<file path="config.mk">
export PLATFORM = sky130hd
export DESIGN_NAME = vga_idx_regfile
export DESIGN_NICKNAME = d
export VERILOG_FILES = /design/src/rtl/vga_idx_pkg.sv /design/src/rtl/vga_port_splitter.sv /design/src/rtl/vga_idx_bank.sv /design/src/rtl/vga_mode_detect.sv /design/src/rtl/vga_idx_regfile.sv
export SDC_FILE = /design/constraint.sdc
export NUM_CORES = 1
export LEC_CHECK = 0
export BUFFER_PORTS_ARGS = -buffer_cell sky130_fd_sc_hd__buf_2
export CORE_ASPECT_RATIO = 1.5
export CORE_MARGIN = 2
export CORE_UTILIZATION = 30
export DETAILED_ROUTE_END_ITERATION = 8
export SETUP_SLACK_MARGIN = 0.15
export SYNTH_ARGS = -nofsm -noshare
export SYNTH_HDL_FRONTEND = slang
export SYNTH_SLANG_ARGS = --single-unit
</file>
<file path="constraint.sdc">
create_clock -name clk -period 2.9 [get_ports clk]
set_input_delay 0.145 -clock clk [delete_from_list [all_inputs] [get_ports clk]]
set_output_delay 0.145 -clock clk [all_outputs]
set_load 0.01 [all_outputs]
</file>
<file path="src/rtl/vga_idx_pkg.sv">
// Package: shared constants and the reserved-bit keep masks for the
// sequencer and graphics-controller banks.
// Assumes byte-wide registers and 16-bit I/O port addresses.
package vga_idx_pkg;

    localparam int PORT_W   = 16;
    localparam int SEQ_REGS = 8;
    localparam int GFX_REGS = 9;

    localparam logic [PORT_W-1:0] SEQ_BASE = 16'h03C4;
    localparam logic [PORT_W-1:0] GFX_BASE = 16'h03CE;

    typedef enum logic {BANK_SEQ, BANK_GFX} bank_kind_e;

    // Bits that survive a data write, for each bank and index.
    function automatic logic [7:0] keep_mask(bank_kind_e kind, int idx);
        logic [7:0] m;
        m = 8'h00;
        if (kind == BANK_SEQ) begin
            case (idx)
                0:       m = 8'h03;
                1:       m = 8'h3D;
                2:       m = 8'h0F;
                3:       m = 8'h3F;
                4:       m = 8'h0E;
                7:       m = 8'hFF;
                default: m = 8'h00;
            endcase
        end else begin
            case (idx)
                3:       m = 8'h1F;
                4:       m = 8'h03;
                5:       m = 8'h7B;
                8:       m = 8'hFF;
                default: m = 8'h0F;
            endcase
        end
        return m;
    endfunction

endpackage

</file>
<file path="src/rtl/vga_port_splitter.sv">
// Splits a 16-bit port write into two byte beats on consecutive cycles.
// Beat 0 carries the low byte at wr_port and beat 1 the high byte at
// wr_port+1. Assumes the requester holds wr_en/wr_wide while wr_ready is low.
module vga_port_splitter #(
    parameter int PW = 16
) (
    input  logic          clk,
    input  logic          rst_n,
    input  logic          wr_en,
    input  logic          wr_wide,
    input  logic [PW-1:0] wr_port,
    input  logic [15:0]   wr_data,
    output logic          wr_ready,
    output logic          byte_fire,
    output logic [PW-1:0] byte_port,
    output logic [7:0]    byte_val
);
    logic hi_q;
    logic first_beat;
    logic hi_beat;

    assign first_beat = wr_en & wr_wide & ~hi_q;
    assign hi_beat    = wr_en & wr_wide & hi_q;
    assign wr_ready   = ~first_beat;
    assign byte_fire  = wr_en;
    assign byte_port  = hi_beat ? (wr_port + PW'(1)) : wr_port;
    assign byte_val   = hi_beat ? wr_data[15:8] : wr_data[7:0];

    // Purpose: remember that the low beat of a wide write has been served.
    always_ff @(posedge clk) begin
        if (!rst_n) hi_q <= 1'b0;
        else        hi_q <= first_beat;
    end

    // a stalled first beat is always followed by a ready cycle
    p_ready_returns_r10: assert property (@(posedge clk) disable iff (!rst_n)
        (wr_en && wr_wide && !wr_ready) |=> wr_ready);
    // byte-sized requests never stall
    p_byte_no_stall_r10: assert property (@(posedge clk) disable iff (!rst_n)
        (wr_en && !wr_wide) |-> wr_ready);

endmodule

</file>
<file path="src/rtl/vga_idx_bank.sv">
// One index/data register bank. A write to BASE loads the index; a write
// to BASE+1 stores the masked byte into the register that is selected.
// An index at or beyond COUNT refuses data writes. Assumes one byte beat
// per cycle.
module vga_idx_bank
    import vga_idx_pkg::*;
#(
    parameter bank_kind_e        KIND  = BANK_SEQ,
    parameter int                COUNT = 8,
    parameter int                PW    = 16,
    parameter logic [PW-1:0]     BASE  = '0
) (
    input  logic               clk,
    input  logic               rst_n,
    input  logic               fire,
    input  logic [PW-1:0]      port,
    input  logic [7:0]         val,
    output logic               accept,
    output logic [COUNT*8-1:0] regs_flat
);
    logic [7:0] idx_q;
    logic [7:0] regs_q [COUNT];
    logic       hit_idx;
    logic       hit_dat;
    logic       in_range;

    assign hit_idx  = (port == BASE);
    assign hit_dat  = (port == BASE + PW'(1));
    assign in_range = (idx_q < 8'(COUNT));
    assign accept   = fire & (hit_idx | (hit_dat & in_range));

    // Purpose: hold the selected register index.
    always_ff @(posedge clk) begin
        if (!rst_n)                idx_q <= 8'h00;
        else if (fire && hit_idx)  idx_q <= val;
    end

    for (genvar i = 0; i < COUNT; i++) begin : g_reg
        localparam logic [7:0] KEEP = keep_mask(KIND, i);

        // Purpose: store a data write with reserved bits cleared.
        always_ff @(posedge clk) begin
            if (!rst_n)
                regs_q[i] <= 8'h00;
            else if (fire && hit_dat && idx_q == 8'(i))
                regs_q[i] <= val & KEEP;
        end

        assign regs_flat[8*i +: 8] = regs_q[i];

        // for the sequencer bank, R5 for the graphics bank
        p_masked_store_r4: assert property (@(posedge clk) disable iff (!rst_n)
            (fire && hit_dat && idx_q == 8'(i)) |=> (regs_q[i] == ($past(val) & KEEP)));
    end

    // a data write with an out-of-range index changes nothing
    p_range_reject_r6: assert property (@(posedge clk) disable iff (!rst_n)
        (fire && hit_dat && !in_range) |=> $stable(regs_flat));

endmodule

</file>
<file path="src/rtl/vga_mode_detect.sv">
// Derives the live standard-mode flag from two stored registers and
// pulses a restart strobe in the first cycle that the flag is high.
// Assumes its inputs come straight from the register flops.
module vga_mode_detect (
    input  logic       clk,
    input  logic       rst_n,
    input  logic [7:0] seq_mode_reg,
    input  logic [7:0] gfx_misc_reg,
    output logic       std_mode,
    output logic       cache_restart
);
    logic prev_q;

    assign std_mode      = (seq_mode_reg == 8'h00) && (gfx_misc_reg == 8'h05);
    assign cache_restart = std_mode & ~prev_q;

    // Purpose: remember last cycle's flag for edge detection.
    always_ff @(posedge clk) begin
        if (!rst_n) prev_q <= 1'b0;
        else        prev_q <= std_mode;
    end

    // the strobe never lasts more than one cycle
    p_restart_single_r9: assert property (@(posedge clk) disable iff (!rst_n)
        cache_restart |=> !cache_restart);
    // leaving the mode gives no pulse
    p_no_exit_pulse_r9: assert property (@(posedge clk) disable iff (!rst_n)
        $fell(std_mode) |-> !cache_restart);

endmodule

</file>
<file path="src/rtl/vga_idx_regfile.sv">
// Top: VGA sequencer and graphics index/data register file. Splits wide
// port writes, routes each byte beat to both banks, flags refused beats
// one cycle later, and derives the standard-mode flag and restart strobe.
// Assumes at most one port write request at a time.
module vga_idx_regfile
    import vga_idx_pkg::*;
(
    input  logic                  clk,
    input  logic                  rst_n,
    input  logic                  wr_en,
    input  logic                  wr_wide,
    input  logic [15:0]           wr_port,
    input  logic [15:0]           wr_data,
    output logic                  wr_ready,
    output logic                  wr_reject,
    output logic                  std_mode,
    output logic                  cache_restart,
    output logic [SEQ_REGS*8-1:0] seq_regs,
    output logic [GFX_REGS*8-1:0] gfx_regs
);
    localparam int SEQ_MODE_IDX = 7;
    localparam int GFX_MISC_IDX = 6;

    logic          byte_fire;
    logic [15:0]   byte_port;
    logic [7:0]    byte_val;
    logic          seq_ok;
    logic          gfx_ok;
    logic          reject_q;

    vga_port_splitter #(.PW(PORT_W)) u_split (
        .clk       (clk),
        .rst_n     (rst_n),
        .wr_en     (wr_en),
        .wr_wide   (wr_wide),
        .wr_port   (wr_port),
        .wr_data   (wr_data),
        .wr_ready  (wr_ready),
        .byte_fire (byte_fire),
        .byte_port (byte_port),
        .byte_val  (byte_val)
    );

    vga_idx_bank #(.KIND(BANK_SEQ), .COUNT(SEQ_REGS), .PW(PORT_W), .BASE(SEQ_BASE)) u_seq (
        .clk       (clk),
        .rst_n     (rst_n),
        .fire      (byte_fire),
        .port      (byte_port),
        .val       (byte_val),
        .accept    (seq_ok),
        .regs_flat (seq_regs)
    );

    vga_idx_bank #(.KIND(BANK_GFX), .COUNT(GFX_REGS), .PW(PORT_W), .BASE(GFX_BASE)) u_gfx (
        .clk       (clk),
        .rst_n     (rst_n),
        .fire      (byte_fire),
        .port      (byte_port),
        .val       (byte_val),
        .accept    (gfx_ok),
        .regs_flat (gfx_regs)
    );

    vga_mode_detect u_mode (
        .clk           (clk),
        .rst_n         (rst_n),
        .seq_mode_reg  (seq_regs[8*SEQ_MODE_IDX +: 8]),
        .gfx_misc_reg  (gfx_regs[8*GFX_MISC_IDX +: 8]),
        .std_mode      (std_mode),
        .cache_restart (cache_restart)
    );

    // Purpose: flag a beat that no bank accepted, one cycle later.
    always_ff @(posedge clk) begin
        if (!rst_n) reject_q <= 1'b0;
        else        reject_q <= byte_fire & ~(seq_ok | gfx_ok);
    end

    assign wr_reject = reject_q;

    // a reject only ever follows a write request
    p_reject_after_write_r7: assert property (@(posedge clk) disable iff (!rst_n)
        wr_reject |-> $past(wr_en));
    // a refused beat leaves both banks untouched
    p_reject_keeps_state_r7: assert property (@(posedge clk) disable iff (!rst_n)
        wr_reject |-> ($stable(seq_regs) && $stable(gfx_regs)));

endmodule

</file>
==> results of run 1 <==
## sequential cells by signal, summed over array words and instances, names as in the netlist
signal         cells
u_gfx.idx_q        8
u_gfx.regs_q      41
u_mode.prev_q      1
u_seq.idx_q        8
u_seq.regs_q      28
u_split.hi_q       1
wr_reject          1
## kinds of logic (layout without fill, tap and decap cells)
kind of cell    count (synthesis)  in the layout  share of synthesized area (%)
compound gates                 32             32                           4.95
xor+xnor                        8              8                           1.48
fa+ha+maj                       1              1                          0.263
buf+inv                       103            174                           13.9
flops                          88             88                           51.6
mux                            25             25                           5.27
other cells                     1             67                         0.0790
simple gates                  193            193                           22.4
## per-stage QoR
step	instance area, sq um	hold slack (ns)	total power [W]	utilization, %	TNS [ns]
detailed placement	5450	0.451	0.00173	35.1	-0.00340
global route	5980	0.307	0.00291	38.5	0
floorplan	5030	0.300	0.00166	-	0
CTS	5760	0.252	0.00282	37.0	0
global placement	5450	0.446	0.00173	35.1	0
finish	5980	0.268	0.00281	38.5	0
## area by class of cell
cell class | count | area share (%)
tap | 203 | 4.25
clock buffer | 11 | 3.89
multi-input combinational | 326 | 33.5
inverter | 4 | 0.251
sequential | 88 | 41.0
clock inverter | 4 | 0.774
timing repair buffer | 155 | 16.3
## cell usage after synthesis, types with 2 or more instances
cell	number
nand4_1	13
dfxtp_1	19
nand4b_1	2
and2_1	2
nor2_1	10
buf_4	69
nor4b_1	2
nor3_1	71
buf_2	7
or3_1	3
xnor2_1	6
o211ai_1	2
nor2b_1	6
xor2_1	2
nand2_1	36
mux2i_1	25
inv_1	4
o21ai_0	13
a21o_1	2
nor4_1	5
nand2b_1	11
nand3b_1	3
clkbuf_1	20
buf_1	2
or4_1	2
o31ai_1	2
and3_1	3
nand3_2	2
nand3_1	15
o41ai_1	3
edfxtp_1	69
## routing by layer
layer | up-vias | track usage, % | wire, microns
li1 | 1772 | - | -
met3 | 14 | 3.09 | 857
met4 | 0 | 6.93 | 252
met2 | 163 | 24.4 | 6340
met5 | - | 0 | 0
met1 | 1719 | 14.1 | 4410
## what timing repair did
action                                  CTS  global route
gates resized for setup                   5            17
hold buffers                              0             0
endpoints found under the setup margin   59            85
gates cloned                              0             3
setup buffers                             2             7
pin swaps                                 3             7
## power groups by stage
stage                     logic (W)  registers (W)  clock network [W]
after floorplan            0.000212        0.00145                  0
after global placement     0.000293        0.00143                  0
after detailed placement   0.000297        0.00143                  0
after CTS                  0.000300        0.00141            0.00112
after global routing       0.000334        0.00141            0.00117
final                      0.000307        0.00140            0.00110
## how the worst max path moves through the flow
stage | from | to | slack, ns | depth (start not counted)
after floorplan | u_split.hi_q | u_gfx.regs_q[8][0] | 0.06 | 7
after global placement | u_split.hi_q | u_seq.regs_q[0][24] | 0.14 | 7
after detailed placement | u_split.hi_q | u_seq.regs_q[1][2] | -0.001 | 7
after CTS | u_split.hi_q | u_seq.regs_q[0][1] | 0.10 | 6
after global routing | u_split.hi_q | u_seq.regs_q[0][16] | 0.02 | 8
final | u_split.hi_q | u_seq.regs_q[0][16] | 0.15 | 8
## worst max-delay path, stage by stage, from the launching register on
cell and delay [ns]:
dfxtp_2 0.32, nand4_1 0.10, or4b_4 0.51, a2111oi_4 0.34, nor4b_4 0.24, buf_4 0.18
nand3_4 0.12, buf_12 0.17, o41ai_4 0.42
==> impl_metrics.toml, run 1 <==
[synthesis]
yosysWarnings = 0
yosys_register_bits = 88
async_reset_ff_share_pct = 0
yosysSeqAreaShare_pct = 51.6
syn_inst = 451
netlist.area_leader.share_pct = 43.6
syn_area_per_cell_sq_um = 10.5
synth.largest_area_cell = "edfxtp_1"
synth_edf_count = 69
netlist_area_sq_um = 4750
synthDistinctLibCells = 51
synth_area_leaders = "edfxtp_1 (44%), buf_4 (11%), dfxtp_1 (8.0%), nor3_1 (7.5%), mux2i_1 (5.3%)"
synthFlopType = "edfxtp_1"

[place]
dp_hpwl_microns = 8630
placed_cells = 764
gp_congestion = 0.888
pre_cts_ws_ns = -0.00117
io_buffers = 108

[worst_hold_path]
whs_endpoint = "u_gfx.idx_q[0]"
min_from = "rst_n"
hp-class = "in -> reg"
min_delay_path_depth = 3

[power_and_ir_drop]
seqPwrFrac_pct = 50.0
sw_frac_of_total_pct = 23.3
peakVddDrop_v = 0.000264
p_leak_nw = 2.38
clockPowerShare_pct = 39.0
p_per_area_nw_per_um2 = 469
intPower_w = 0.00215
switching_power_w = 0.000654
p_comb_share_pct = 10.9

[cells_and_area]
mostFrequentLayoutCells = "buf_2 (108), nor3_1 (71), edfxtp_1 (69), conb_1 (67), buf_4 (41)"
syn_to_final_growth_pct = 25.9
diodes = 0
regArea_sq_um = 2450
multi_input_area_sq_um = 2010
post_route_cells_drive_above_1_share_pct = 32.7
nNetsFinal = 621
final_common_cell = "buf_2"
fillers = 1574
instances_no_fill = 791

[clock_network]
root_buffer = "clkbuf_16"
insertion_delay_ns = 0.33
cts_buffer_depth = 2
tritoncts = "yes"
clk_pin_slew_worst_paths_ns = 0.06
cts-htree-levels = 3
clock_sinks = 88
numCtsBuffers = 9

[global_routing]
grt_start_max_net_pins = 51
antenna_found_initial = 0
grt_pass1_wl_microns = 17300
overflow = 0
grt_pass1_vias = 3432
grt.total_usage_pct = 13.3

[timing]
fin_crit_sh_pct = 94.8
hold_viol = 0
finalMaxSlewViolations = 0
relSlewSlack_pct = 55.9
final_critical_path_setup_slack_ns = 0.151
skew_ns = 0.00846
min_period_ns = 2.75
finalSetupViolCount = 0
rsz0062_at_grt = "yes"
tightest_slew_ns = 0.643
max_freq_mhz = 364

[floorplan]
fp.dieW_microns = 107
start_util_pct = 30.5
dieArea_sq_um = 16900
rows = 56
die_h_microns = 158
fp.coreArea_sq_um = 15600
io-pin-count = 176

[detailed_routing]
first_iter_violations = 192
viasPerCell = 4.64
wirelength_microns = 11900
wire_per_inst_microns = 15.0
drc = 0
ant_nets = 0
dr.pass1.iters = 5
vias = 3668

[setup_path]
r2r_setup_slack_ns = 0.15
rr_worst_depth = 8
cp-end-kind = "register"
crit_required_ns = 2.90
start_kind = "register"
path_max_fanout = 4
crit_type = "reg -> reg"
crit_arrival_ns = 2.74
r2r-start = "u_split.hi_q"
regToRegEndpoint = "u_seq.regs_q[0][16]"

[outcome]
outcome = "finished clean"

[flow_run]
maxCapViolations = 0
No activity file was read; power rests on OpenSTA's default activity.
==> inputs of run 2 (changes only) <==
CORE_UTILIZATION = 32   (was 30)
CTS_CLUSTER_SIZE = 14   (was not set)
clock period = 2.8 ns   (was 2.9 ns; I/O delays follow)
==> impl_metrics.toml, run 2 (synthesis results as in run 1) <==
[outcome]
outcome = "finished clean"

[setup_path]
regToRegEndpoint = "u_seq.regs_q[0][1]"
r2r-start = "u_split.hi_q"
path_max_fanout = 3
cp-end-kind = "register"
start_kind = "register"
crit_arrival_ns = 2.76
crit_required_ns = 2.82
critPathLaunch = "u_split.hi_q"
r2r_setup_slack_ns = 0.06
crit_type = "reg -> reg"
rr_worst_depth = 8

[clock_network]
cts_buffer_depth = 2
clock_sinks = 88
hold_buffers = 0
tritoncts = "yes"
clk_pin_slew_worst_paths_ns = 0.06
cts-htree-levels = 3
insertion_delay_ns = 0.34
root_buffer = "clkbuf_16"
numCtsBuffers = 9

[cells_and_area]
final_util_pct = 47.4
final_cell_area_sq_um = 6890
reg_top3 = "u_gfx.regs_q x41, u_seq.regs_q x28"
syn_to_final_growth_pct = 45.1
fillers = 1269
mostFrequentLayoutCells = "buf_2 (108), edfxtp_1 (69), conb_1 (67), nor3_4 (45), nand2_1 (36)"
top_register = "u_gfx.regs_q"
final_common_cell = "buf_2"
regArea_sq_um = 2450
diodes = 0
post_route_cells_drive_above_1_share_pct = 45.4
nNetsFinal = 635
largest_reg_flops = 41
multi_input_area_sq_um = 2650

[global_routing]
antenna_found_initial = 0
grt_pass1_vias = 3490
grt_pass1_wl_microns = 18000
overflow = 0
grt.total_usage_pct = 14.9
grt_start_max_net_pins = 37

[detailed_routing]
drc = 0
wire_per_inst_microns = 16.0
vias = 3856
wirelength_microns = 12800
viasPerCell = 4.83
first_iter_violations = 177
ant_nets = 0
dr.pass1.iters = 4

[place]
placed_area_sq_um = 5500
gp_congestion = 0.834
dp_hpwl_microns = 8550
pre_cts_ws_ns = -0.0385
io_buffers = 108

[worst_hold_path]
min_delay_path_depth = 4
hp-class = "in -> reg"
whs_endpoint = "wr_reject"
min_from = "wr_en"

[timing]
rsz0062_at_grt = "yes"
relSlewSlack_pct = 40.7
tightest_slew_ns = 0.864
finalMaxSlewViolations = 0
final_critical_path_setup_slack_ns = 0.0554
finalSetupViolCount = 0
min_period_ns = 2.74
max_freq_mhz = 364
skew_ns = 0.00578
hold_viol = 0
fin_crit_sh_pct = 98.0

[flow_run]
maxCapViolations = 0

[power_and_ir_drop]
p_per_area_nw_per_um2 = 415
peakVddDrop_v = 0.000259
p_total_w = 0.00286
p_leak_nw = 2.90

[floorplan]
dieArea_sq_um = 15900
fp.dieW_microns = 103
start_util_pct = 32.7
die_h_microns = 153
rows = 54
io-pin-count = 176
fp.coreArea_sq_um = 14500
[run 2: where the power goes]
group / leakage, nW / switching [W] / internal (W)
Combinational: 1.92 / 0.000239 / 0.000118
Clock: 0.129 / 0.000461 / 0.000587
Sequential: 0.858 / 0.0000139 / 0.00144
Total: 2.90 / 0.000714 / 0.00215
[run 2: final cells by class]
type | instances | area share [%]
Clock buffer | 10 | 3.32
Timing Repair Buffer | 169 | 18.5
Clock inverter | 6 | 0.381
Inverter | 4 | 0.218
Tap cell | 196 | 3.56
Multi-Input combinational cell | 326 | 38.4
Sequential cell | 88 | 35.6
[run 2: metrics by stage]
stage	hold slack, ns	std cells	setup TNS, ns
after floorplan	0.294	517	0
after global placement	0.446	760	0
after detailed placement	0.450	760	-0.307
after CTS	0.239	787	-0.000108
after global routing	0.259	799	-2.27
final	0.250	799	0
[run 2: worst max-delay path, cell delays in order (launching register included)]
cell       delay [ns]
dfxtp_2          0.32
nand4_1          0.11
or4b_4           0.52
a2111oi_4        0.37
nor4b_4          0.30
nand3_2          0.18
buf_4            0.19
buf_6            0.11
o41ai_4          0.32
[run 2: metal layers]
metal	track usage [%]	vias to the layer above	routed length, microns
li1	-	1816	-
met1	16.4	1835	4550
met5	0	-	0
met3	2.51	26	784
met4	6.58	0	379
met2	27.0	179	7080
[run 2: worst max path at each step]
stage / to / cells after the start
after floorplan: u_gfx.regs_q[0][0] / 7
after global placement: u_seq.regs_q[1][30] / 8
after CTS: u_seq.regs_q[0][13] / 8
after detailed placement: u_seq.regs_q[1][24] / 8
final: u_seq.regs_q[0][1] / 8
after global routing: u_seq.regs_q[0][8] / 8
[run 2: timing repair]
item,4_1_cts,5_1_grt
setup buffers,8,6
setup endpoints to repair,80,138
gates cloned,3,6
pin swaps,14,66
resized for setup,63,96
